`config.mk`:
```
export PLATFORM = sky130hd
export DESIGN_NAME = sized_lsu
export DESIGN_NICKNAME = d
export VERILOG_FILES = /design/src/rtl/sized_lsu_pkg.sv /design/src/rtl/sized_lsu_mem.sv /design/src/rtl/sized_lsu_ctrl.sv /design/src/rtl/sized_lsu_dp.sv /design/src/rtl/sized_lsu.sv
export SDC_FILE = /design/constraint.sdc
export NUM_CORES = 1
export LEC_CHECK = 0
export ABC_CLOCK_PERIOD_IN_PS = 7960
export BUFFER_PORTS_ARGS = -buffer_cell sky130_fd_sc_hd__buf_2
export CAP_MARGIN = 0
export CORE_ASPECT_RATIO = 0.8
export CORE_MARGIN = 8
export CORE_UTILIZATION = 61
export CTS_BUF_LIST = sky130_fd_sc_hd__clkbuf_8 sky130_fd_sc_hd__clkbuf_16
export DETAILED_ROUTE_END_ITERATION = 12
export MAX_ROUTING_LAYER = met4
export PLACE_DENSITY = 0.78
export SYNTH_ARGS = -nofsm -noshare
export SYNTH_HDL_FRONTEND = slang
export SYNTH_SLANG_ARGS = --single-unit
export TNS_END_PERCENT = 5
```
`constraint.sdc`:
```
create_clock -name clk -period 7.96 [get_ports clk]
set_input_delay 1.592 -clock clk [delete_from_list [all_inputs] [get_ports clk]]
set_output_delay 1.592 -clock clk [all_outputs]
set_load 0.1 [all_outputs]
```
`src/rtl/sized_lsu_pkg.sv`:
```
package sized_lsu_pkg;

  typedef enum logic [1:0] {
    FLT_NONE   = 2'd0,
    FLT_ACCESS = 2'd1,
    FLT_ALIGN  = 2'd2,
    FLT_SIZE   = 2'd3
  } fault_e;

  typedef enum logic [1:0] {
    ST_IDLE = 2'd0,
    ST_RUN  = 2'd1,
    ST_FIN  = 2'd2
  } state_e;

  // strobes from the sequencer to the datapath
  typedef struct packed {
    logic       capture;
    logic       beat;
    logic [1:0] beatIdx;
  } strobe_t;

endpackage

```
`src/rtl/sized_lsu_mem.sv`:
```
module sized_lsu_mem #(
  parameter int unsigned WORDS = 64,
  localparam int unsigned IDX_W = $clog2(WORDS)
) (
  input  logic             clk,
  input  logic [IDX_W-1:0] idx,
  input  logic             we,
  input  logic [15:0]      wdata,
  output logic [15:0]      rdata
);

  logic [15:0] cells [WORDS];

  assign rdata = cells[idx];

  always_ff @(posedge clk) begin
    if (we) cells[idx] <= wdata;
  end

endmodule

```
`src/rtl/sized_lsu_ctrl.sv`:
```
module sized_lsu_ctrl
  import sized_lsu_pkg::*;
(
  input  logic       clk,
  input  logic       rstN,
  input  logic       reqValid,
  input  fault_e     checkFault,
  input  logic [1:0] lastBeat,
  output strobe_t    strobes,
  output logic       busy,
  output logic       done,
  output fault_e     faultQ
);

  state_e     state;
  logic [1:0] beatCnt;

  assign strobes.capture = (state == ST_IDLE) && reqValid;
  assign strobes.beat    = (state == ST_RUN);
  assign strobes.beatIdx = beatCnt;

  assign busy = (state != ST_IDLE);
  assign done = (state == ST_FIN);

  always_ff @(posedge clk) begin
    if (!rstN) begin
      state   <= ST_IDLE;
      beatCnt <= 2'd0;
      faultQ  <= FLT_NONE;
    end else begin
      unique case (state)
        ST_IDLE: begin
          if (reqValid) begin
            faultQ  <= checkFault;
            beatCnt <= 2'd0;
            state   <= (checkFault == FLT_NONE) ? ST_RUN : ST_FIN;
          end
        end
        ST_RUN: begin
          if (beatCnt == lastBeat) state <= ST_FIN;
          else beatCnt <= beatCnt + 2'd1;
        end
        default: state <= ST_IDLE;
      endcase
    end
  end

endmodule

```
`src/rtl/sized_lsu_dp.sv`:
```
module sized_lsu_dp
  import sized_lsu_pkg::*;
#(
  parameter int unsigned ADDR_W    = 32,
  parameter int unsigned SEG_W     = 16,
  parameter int unsigned MEM_BASE  = 256,
  parameter int unsigned MEM_WORDS = 64,
  localparam int unsigned IDX_W    = $clog2(MEM_WORDS)
) (
  input  logic              clk,
  input  logic              rstN,
  input  logic [ADDR_W-1:0] reqAddr,
  input  logic [3:0]        reqSize,
  input  logic              reqWrite,
  input  logic              reqZext,
  input  logic [63:0]       reqWdata,
  input  logic [SEG_W-1:0]  segBase,
  input  strobe_t           strobes,
  output fault_e            checkFault,
  output logic [1:0]        lastBeat,
  output logic [IDX_W-1:0]  memIdx,
  output logic              memWe,
  output logic [15:0]       memWdata,
  input  logic [15:0]       memRdata,
  output logic [63:0]       rdata
);

  localparam logic [ADDR_W-1:0] BASE_A  = ADDR_W'(MEM_BASE);
  localparam logic [ADDR_W-1:0] WORDS_A = ADDR_W'(MEM_WORDS);

  // request decode, evaluated on the inputs while idle
  logic [ADDR_W-1:0] effAddr, offs, wordIdxFull;
  logic              sizeOk, outOfRange, misaligned;

  assign effAddr     = reqAddr + ADDR_W'(segBase);
  assign offs        = effAddr - BASE_A;
  assign wordIdxFull = {1'b0, offs[ADDR_W-1:1]};
  assign outOfRange  = (effAddr < BASE_A) || (wordIdxFull >= WORDS_A);

  always_comb begin
    sizeOk     = 1'b1;
    misaligned = 1'b0;
    unique case (reqSize)
      4'd1:    misaligned = 1'b0;
      4'd2:    misaligned = effAddr[0];
      4'd4:    misaligned = |effAddr[1:0];
      4'd8:    misaligned = |effAddr[2:0];
      default: sizeOk = 1'b0;
    endcase
  end

  always_comb begin
    if (!sizeOk)         checkFault = FLT_SIZE;
    else if (outOfRange) checkFault = FLT_ACCESS;
    else if (misaligned) checkFault = FLT_ALIGN;
    else                 checkFault = FLT_NONE;
  end

  // captured request
  logic [IDX_W-1:0] baseIdx;
  logic             laneHi, writeQ, zextQ;
  logic [3:0]       sizeQ;
  logic [63:0]      wdataQ, acc;

  always_comb begin
    unique case (sizeQ)
      4'd8:    lastBeat = 2'd3;
      4'd4:    lastBeat = 2'd1;
      default: lastBeat = 2'd0;
    endcase
  end

  assign memIdx = baseIdx + IDX_W'(strobes.beatIdx);
  assign memWe  = strobes.beat && writeQ;

  logic [15:0] beatSlice;
  assign beatSlice = wdataQ[{strobes.beatIdx, 4'b0000} +: 16];

  always_comb begin
    if (sizeQ == 4'd1)
      memWdata = laneHi ? {wdataQ[7:0], memRdata[7:0]}
                        : {memRdata[15:8], wdataQ[7:0]};
    else
      memWdata = beatSlice;
  end

  always_ff @(posedge clk) begin
    if (!rstN) begin
      baseIdx <= '0;
      laneHi  <= 1'b0;
      writeQ  <= 1'b0;
      zextQ   <= 1'b0;
      sizeQ   <= 4'd8;
      wdataQ  <= '0;
      acc     <= '0;
    end else if (strobes.capture) begin
      baseIdx <= offs[IDX_W:1];
      laneHi  <= effAddr[0];
      writeQ  <= reqWrite;
      zextQ   <= reqZext;
      sizeQ   <= reqSize;
      wdataQ  <= reqWdata;
      acc     <= '0;
    end else if (strobes.beat && !writeQ) begin
      if (sizeQ == 4'd1)
        acc[7:0] <= laneHi ? memRdata[15:8] : memRdata[7:0];
      else
        acc[{strobes.beatIdx, 4'b0000} +: 16] <= memRdata;
    end
  end

  // extension of the assembled field
  always_comb begin
    unique case (sizeQ)
      4'd1:    rdata = zextQ ? {56'd0, acc[7:0]}  : {{56{acc[7]}},  acc[7:0]};
      4'd2:    rdata = zextQ ? {48'd0, acc[15:0]} : {{48{acc[15]}}, acc[15:0]};
      4'd4:    rdata = zextQ ? {32'd0, acc[31:0]} : {{32{acc[31]}}, acc[31:0]};
      default: rdata = acc;
    endcase
  end

endmodule

```
`src/rtl/sized_lsu.sv`:
```
module sized_lsu
  import sized_lsu_pkg::*;
#(
  parameter int unsigned ADDR_W    = 32,
  parameter int unsigned SEG_W     = 16,
  parameter int unsigned MEM_BASE  = 256,
  parameter int unsigned MEM_WORDS = 64
) (
  input  logic              clk,
  input  logic              rstN,
  input  logic              reqValid,
  input  logic [ADDR_W-1:0] reqAddr,
  input  logic [3:0]        reqSize,
  input  logic              reqWrite,
  input  logic              reqZext,
  input  logic [63:0]       reqWdata,
  input  logic [SEG_W-1:0]  segBase,
  output logic              busy,
  output logic              done,
  output logic [1:0]        fault,
  output logic [63:0]       rdata
);

  localparam int unsigned IDX_W = $clog2(MEM_WORDS);

  strobe_t          strobes;
  fault_e           checkFault, faultQ;
  logic [1:0]       lastBeat;
  logic [IDX_W-1:0] memIdx;
  logic             memWe;
  logic [15:0]      memWdata, memRdata;

  sized_lsu_ctrl u_ctrl (
    .clk        (clk),
    .rstN       (rstN),
    .reqValid   (reqValid),
    .checkFault (checkFault),
    .lastBeat   (lastBeat),
    .strobes    (strobes),
    .busy       (busy),
    .done       (done),
    .faultQ     (faultQ)
  );

  sized_lsu_dp #(
    .ADDR_W    (ADDR_W),
    .SEG_W     (SEG_W),
    .MEM_BASE  (MEM_BASE),
    .MEM_WORDS (MEM_WORDS)
  ) u_dp (
    .clk        (clk),
    .rstN       (rstN),
    .reqAddr    (reqAddr),
    .reqSize    (reqSize),
    .reqWrite   (reqWrite),
    .reqZext    (reqZext),
    .reqWdata   (reqWdata),
    .segBase    (segBase),
    .strobes    (strobes),
    .checkFault (checkFault),
    .lastBeat   (lastBeat),
    .memIdx     (memIdx),
    .memWe      (memWe),
    .memWdata   (memWdata),
    .memRdata   (memRdata),
    .rdata      (rdata)
  );

  sized_lsu_mem #(.WORDS(MEM_WORDS)) u_mem (
    .clk   (clk),
    .idx   (memIdx),
    .we    (memWe),
    .wdata (memWdata),
    .rdata (memRdata)
  );

  assign fault = faultQ;

endmodule

```
==> results of run 1 <==
[per-layer routing]
layer / global-route usage / vias up / wire, um
met2: 0.4807 / 2607 / 62240
li1: - / 13040 / -
met4: 0.1233 / 0 / 5837
met5: - / - / 0
met1: 0.4335 / 15560 / 49050
met3: 0.07720 / 411 / 18350
[worst min-delay path by stage]
stage	slack, ns	depth (start not counted)	from	endpoint
finish	0.46	2	u_dp.wdataQ[25]$_SDFFE_PN0P_	u_dp.wdataQ[25]$_SDFFE_PN0P_
global route	0.47	2	u_dp.wdataQ[34]$_SDFFE_PN0P_	u_dp.wdataQ[34]$_SDFFE_PN0P_
CTS	0.46	2	u_dp.wdataQ[34]$_SDFFE_PN0P_	u_dp.wdataQ[34]$_SDFFE_PN0P_
floorplan	0.43	2	u_dp.wdataQ[32]$_SDFFE_PN0P_	u_dp.wdataQ[32]$_SDFFE_PN0P_
global placement	0.44	2	u_dp.wdataQ[17]$_SDFFE_PN0P_	u_dp.wdataQ[17]$_SDFFE_PN0P_
detailed placement	0.45	2	u_dp.wdataQ[21]$_SDFFE_PN0P_	u_dp.wdataQ[21]$_SDFFE_PN0P_
[cells in the final DEF, fill, tap and decap left out, drive strengths merged, types with 5 or more instances in the layout]
| cell | n |
|---|---|
| a2111oi | 6 |
| a211oi | 18 |
| a21boi | 6 |
| a21o | 57 |
| a21oi | 209 |
| a221oi | 97 |
| a22o | 97 |
| a22oi | 322 |
| a31oi | 97 |
| and3 | 25 |
| and4 | 5 |
| buf | 327 |
| clkbuf | 116 |
| clkinv | 34 |
| dfxtp | 147 |
| edfxtp | 1024 |
| ha | 24 |
| inv | 52 |
| mux2i | 8 |
| mux4 | 16 |
| nand2 | 255 |
| nand2b | 5 |
| nand3 | 28 |
| nand4 | 44 |
| nor2 | 244 |
| nor2b | 10 |
| nor3 | 16 |
| nor4 | 21 |
| o211ai | 9 |
| o21a | 5 |
| o21ai | 52 |
| or2 | 7 |
| or3 | 6 |
| or4 | 6 |
| xnor2 | 20 |
| xor2 | 9 |
[cell type report]
cell class / instances / area share
clock buffers: 116 / 0.05401
well taps: 1012 / 0.02441
repair buffers: 327 / 0.04067
multi-input cells: 1768 / 0.2204
clock inverters: 75 / 0.009505
flip-flops and latches: 1171 / 0.6496
diodes: 4 / 0.0001930
inverters: 17 / 0.001230
[Yosys cell counts, types with 44 or more instances]
cell type,number
edfxtp_1,1024
a22oi_1,322
nand2_1,254
nor2_1,244
a21oi_1,208
clkbuf_1,167
dfxtp_1,147
a221oi_1,97
a22o_1,97
a31oi_1,97
a21o_1,57
nand4_1,44
o21ai_0,44
[worst register-to-register path, delay by kind of cell (launching register included)]
| kind | cells | cell delay (ns) |
|---|---|---|
| compound gates | 4 | 1.82 |
| xor+xnor | 1 | 0.61 |
| fa+ha+maj | 1 | 0.29 |
| buf+inv | 3 | 1.25 |
| flops | 1 | 0.30 |
| simple gates | 6 | 1.73 |
[power breakdown]
| group | total, mW | internal, mW | switching [mW] |
|---|---|---|---|
| registers | 6.74 | 6.72 | 0.0234 |
| logic | 1.17 | 0.325 | 0.849 |
| clock network | 4.83 | 2.65 | 2.18 |
[sequential cells by signal (all words and copies together) (netlist names)]
| register | flops |
|---|---|
| u_mem.cells | 1024 |
| u_dp.acc | 64 |
| u_dp.wdataQ | 64 |
| u_dp.baseIdx | 6 |
| u_dp.sizeQ | 4 |
| u_ctrl.beatCnt | 2 |
| u_ctrl.faultQ | 2 |
| u_ctrl.state | 2 |
| u_dp.laneHi | 1 |
| u_dp.writeQ | 1 |
| u_dp.zextQ | 1 |
[stage by stage]
step	hold slack, ns	setup WS [ns]
after floorplan	0.4331	1.692
after global placement	0.4405	2.049
after detailed placement	0.4457	1.955
after CTS	0.4555	1.887
after global routing	0.4706	1.511
final	0.4576	1.685
[kinds of logic (layout without fill, tap and decap cells)]
family,after synthesis,count (layout),synth area share
flops,1171,1171,0.7351
other cells,0,4,0
compound gates,1006,1006,0.1553
xor+xnor,29,29,0.005542
fa+ha+maj,26,26,0.007426
mux,25,25,0.009855
buf+inv,243,535,0.02105
simple gates,682,682,0.06574
==> metrics.cfg, run 1 <==
[run_status]
status=completed

[critical_path]
r2r-start=u_ctrl.beatCnt[0]$_SDFFE_PN0P_
path_max_fanout=33
critical-path-max-stage-delay_ns=0.80
cp-start-kind=flop
cp_data_arrival_time_ns=6.71
crit_path_end=u_mem.cells[43][7]$_DFFE_PP_
required_ns=8.39
crit_slowest_cell=o21ai_4
r2r_slack_ns=1.68
crit_buf_inv=3
critPathTopFamily=compound AO/OA/AOI/OAI gates
r2r_end=u_mem.cells[43][7]$_DFFE_PP_
setup.worst_path.start=u_ctrl.beatCnt[0]$_SDFFE_PN0P_
cp_num_cells=15
end_kind=flop
worstPathCellList=buf_4 > ha_1 > a21o_1 > nand2_1 > nor2_1 > xor2_1 > nand2_1 > buf_4 > a31oi_1 > nor4_1 > and3_1 > nand2_1 > o21ai_0 > o21ai_4 > buf_4
crit_type=reg -> reg
reg2reg_depth=15

[layout]
final_util=0.6926
fillers=4742
nets=3538
final_area_sq_mm=0.05187
layout-drive-gt1-share=0.1552
multi_input_area_sq_mm=0.01143
area_growth_pct=13.17
layoutNonFillerInstCount=4490
regArea_sq_mm=0.03369

[clock_network]
clockRootBuffer=clkbuf_16
clk_latency_ns=0.68
cts-resized-gates=0
numCtsBuffers=106
clk_path_buf_depth=3
path_clk_slew_ns=0.06
cts_tree=built
cts_sinks=1171
h-tree-depth=3
post_cts_buffers=0
hold_buffers=0

[route]
wl_per_cell_um=30.17
drtPass1Iterations=6
wirelength_mm=135.5
drcViolationCount=0
drtIter0Drc=5365
via_count=31620
ant_nets=0
via_per_inst=7.042

[power_and_ir_drop]
power_mw=12.75
p_per_area_mw_per_mm2=245.7
p_leak_nw=17.44
peakVddDrop_uv=187.3

[synthesis]
ys_async_sr_fraction=0
syn_avg_cell_area_sq_um=14.40
ys_ff_latch=1171
synth_area_leaders=edfxtp_1 67%, dfxtp_1 6.4%, a22oi_1 5.3%
synth_area_sq_mm=0.04583
yosysSeqAreaShare=0.7351
syn_nets=3329
yosysWarnings=0
synth_top_cell_by_area=edfxtp_1
synth_edf_count=1024
ys.flop_type=edfxtp_1
synth_top_area_frac=0.6709
synthCells=3182
ys_types=74

[place]
post-dp-hpwl_mm=82.68
dpl.cell_count=4295
placed_area_sq_mm=0.04856
place.gp.congestion=0.9329
port_buffers=188

[sta]
tns_ns=0
rsz0062_at_grt=false
finalHoldViolCount=0
slew_violations=0
finalCritPeriodShare=0.7883
fmax_ghz=0.1594
finalClockSkew_ns=0.03007
max_slew_margin=0.1073
worstMarginPinSlew_ns=1.327
fin_crit_ns=6.275
setup_viol=0

[grt]
grt_overflow_total=0
grtUsageTotal=0.3222
grt_start_max_net_pins=85
grt_pass1_wl_mm=195.9
grt_antenna_before_repair=4
grt_pass1_vias=30390

[job]
max_cap_violations=0

[floorplan]
rows=90
core_area_sq_mm=0.07488
boundaryPins=189
die-area_sq_mm=0.08422
initial_utilization=0.6120
die_h_um=261.2
die_w_um=322.5

[worst_hold_path]
holdCritPathClass=reg -> reg

(Power assumes the default switching activity.)
==> run 2, diff against run 1 <==
--- a/config.mk
+++ b/config.mk
@@ -5,16 +5,16 @@
 export SDC_FILE = /design/constraint.sdc
 export NUM_CORES = 1
 export LEC_CHECK = 0
-export ABC_CLOCK_PERIOD_IN_PS = 7960
+export ABC_CLOCK_PERIOD_IN_PS = 5230
 export BUFFER_PORTS_ARGS = -buffer_cell sky130_fd_sc_hd__buf_2
 export CAP_MARGIN = 0
 export CORE_ASPECT_RATIO = 0.8
 export CORE_MARGIN = 8
-export CORE_UTILIZATION = 61
+export CORE_UTILIZATION = 55
 export CTS_BUF_LIST = sky130_fd_sc_hd__clkbuf_8 sky130_fd_sc_hd__clkbuf_16
 export DETAILED_ROUTE_END_ITERATION = 12
 export MAX_ROUTING_LAYER = met4
-export PLACE_DENSITY = 0.78
+export PLACE_DENSITY = 0.74
 export SYNTH_ARGS = -nofsm -noshare
 export SYNTH_HDL_FRONTEND = slang
 export SYNTH_SLANG_ARGS = --single-unit
==> constraint.sdc (replaced) <==
create_clock -name clk -period 5.23 [get_ports clk]
set_input_delay 1.046 -clock clk [delete_from_list [all_inputs] [get_ports clk]]
set_output_delay 1.046 -clock clk [all_outputs]
set_load 0.1 [all_outputs]
==> run 2 against run 1 <==
Compared with the run above:
- non-clock buffer count grew 38
- wire length shrank 1.4%
- via count shrank 1.3%
- hold slack lost 0.0014 ns
- combinational power grew 61%
- sequential share of layout area shrank 1.0 points
- register-to-register slack lost 1.3 ns
- count of clock-buffer cells in the layout shrank 1
- core utilization shrank 5.4 points
- sequential cell count is the same
- final area grew 1.6%
- largest power group unchanged
==> metrics.cfg, run 2 (synthesis results as in run 1) <==
[run_status]
status=completed

[grt]
grt_pass1_vias=29710
grt_start_max_net_pins=81
grt_overflow_total=0
grt_antenna_before_repair=6
grt_pass1_wl_mm=192.8
grtUsageTotal=0.2831

[floorplan]
die-area_sq_mm=0.09288
die_w_um=338.7
rows=94
boundaryPins=189
core_area_sq_mm=0.08245
die_h_um=274.2
initial_utilization=0.5559

[power_and_ir_drop]
peakVddDrop_uv=258.3
p_int_mw=15.11
pwr-share-comb=0.095
pwr-share-seq=0.517
p_per_area_mw_per_mm2=376.2
pwr-share-clk=0.388
p_sw_mw=4.712
p_leak_nw=17.73
netSwitchingFraction=0.2378

[clock_network]
hold_buffers=0
cts_tree=built
numCtsBuffers=105
clk_latency_ns=0.70
cts-resized-gates=0
path_clk_slew_ns=0.06
cts_sinks=1171
post_cts_buffers=0
clk_path_buf_depth=3
h-tree-depth=3
clockRootBuffer=clkbuf_16

[route]
wirelength_mm=133.6
via_count=31210
drcViolationCount=0
ant_nets=0
drtIter0Drc=4755
drtPass1Iterations=7
wl_per_cell_um=28.88
via_per_inst=6.748

[sta]
max_slew_margin=0.06199
rsz0062_at_grt=false
finalClockSkew_ns=0.03582
finalCritPeriodShare=0.9342
finalHoldViolCount=0
fmax_ghz=0.2047
slew_violations=0
setup_viol=0
fin_crit_ns=4.886
worstMarginPinSlew_ns=1.396

[place]
post-dp-hpwl_mm=83.01
place.gp.congestion=0.9362
placed_area_sq_mm=0.04920
port_buffers=188

[critical_path]
cp-start-kind=flop
critPathTopFamily=compound AO/OA/AOI/OAI gates
required_ns=5.70
end_kind=flop
crit_buf_inv=3
crit_type=reg -> reg
r2r_slack_ns=0.34
path_max_fanout=48
cp_num_cells=14
critical-path-max-stage-delay_ns=0.63
worstPathCellList=ha_1 > fa_1 > nand2_1 > nor2_4 > buf_4 > buf_4 > a22oi_1 > a31oi_1 > a21oi_1 > and3_1 > nand2_1 > o21ai_0 > o21ai_4 > buf_12
cp_data_arrival_time_ns=5.35
reg2reg_depth=14
crit_slowest_cell=a31oi_1
setup.worst_path.start=u_ctrl.beatCnt[0]$_SDFFE_PN0P_
r2r-start=u_ctrl.beatCnt[0]$_SDFFE_PN0P_

[worst_hold_path]
min_from=u_dp.wdataQ[21]$_SDFFE_PN0P_
holdCritPathClass=reg -> reg
min_path_cells=2

[layout]
top_regs=u_mem.cells x1024, u_dp.acc x64, u_dp.wdataQ x64
final_common_cell=edfxtp_1
nets=3575
layout-drive-gt1-share=0.1661
regMostFlops=u_mem.cells
final_area_sq_mm=0.05268
area_growth_pct=14.94
final_util=0.6390
final_cell_mix=1024 x edfxtp_1, 322 x a22oi_1, 251 x nand2_1
largest_reg_flops=1024

[job]
max_cap_violations=0

[run 2: layout make-up]
type | count | area, sq um
Timing Repair Buffer | 365 | 2633
Inverter | 17 | 63.81
Tap cell | 1104 | 1381
Sequential cell | 1171 | 33690
Clock buffer | 115 | 2821
Fill cell | 5721 | 29770
Antenna cell | 5 | 12.51
Clock inverter | 80 | 645.6
Multi-Input combinational cell | 1768 | 11430
[run 2: per-stage QoR]
stage          hold WS [ns]  power (mW)  cells  setup WS [ns]  TNS [ns]
2_1_floorplan        0.4331       11.47   3182         -1.037   -977.42
3_3_place_gp         0.4403       12.23   4425         0.1990         0
3_5_place_dp         0.4470       12.27   4425         0.1404         0
4_1_cts              0.4561       19.80   4620         0.4257         0
5_1_grt              0.4730       20.28   4624         0.2295         0
6_report             0.4562       19.82   4625         0.3444         0
[run 2: final timing paths]
path	to
worst max-delay path	u_mem.cells[19][1]$_DFFE_PP_
worst max register to register	u_mem.cells[19][1]$_DFFE_PP_
worst min-delay path	u_dp.wdataQ[21]$_SDFFE_PN0P_
worst min register to register	u_dp.wdataQ[21]$_SDFFE_PN0P_
[run 2: worst reg2reg max path, stage by stage, from the launching register on]
cell	delay (ns)
dfxtp_1	0.32
ha_1	0.23
fa_1	0.61
nand2_1	0.19
nor2_4	0.47
buf_4	0.25
buf_4	0.21
a22oi_1	0.11
a31oi_1	0.63
a21oi_1	0.12
and3_1	0.42
nand2_1	0.12
o21ai_0	0.13
o21ai_4	0.50
buf_12	0.29
[run 2: metal layers]
layer  routed length, um  share of wire  GRT usage
met3               17190           0.13    0.06894
met4                4367          0.033    0.08912
met1               51690           0.39     0.3905
met2               60320           0.45     0.4184
met5                   0              0          -
[run 2: power by group through the flow]
| stage | Clock (mW) | Combinational [mW] | Sequential (mW) |
|---|---|---|---|
| floorplan | 0 | 0.993 | 10.5 |
| global placement | 0 | 1.79 | 10.4 |
| detailed placement | 0 | 1.82 | 10.4 |
| CTS | 7.73 | 1.83 | 10.2 |
| global route | 8.07 | 1.96 | 10.2 |
| finish | 7.69 | 1.88 | 10.2 |
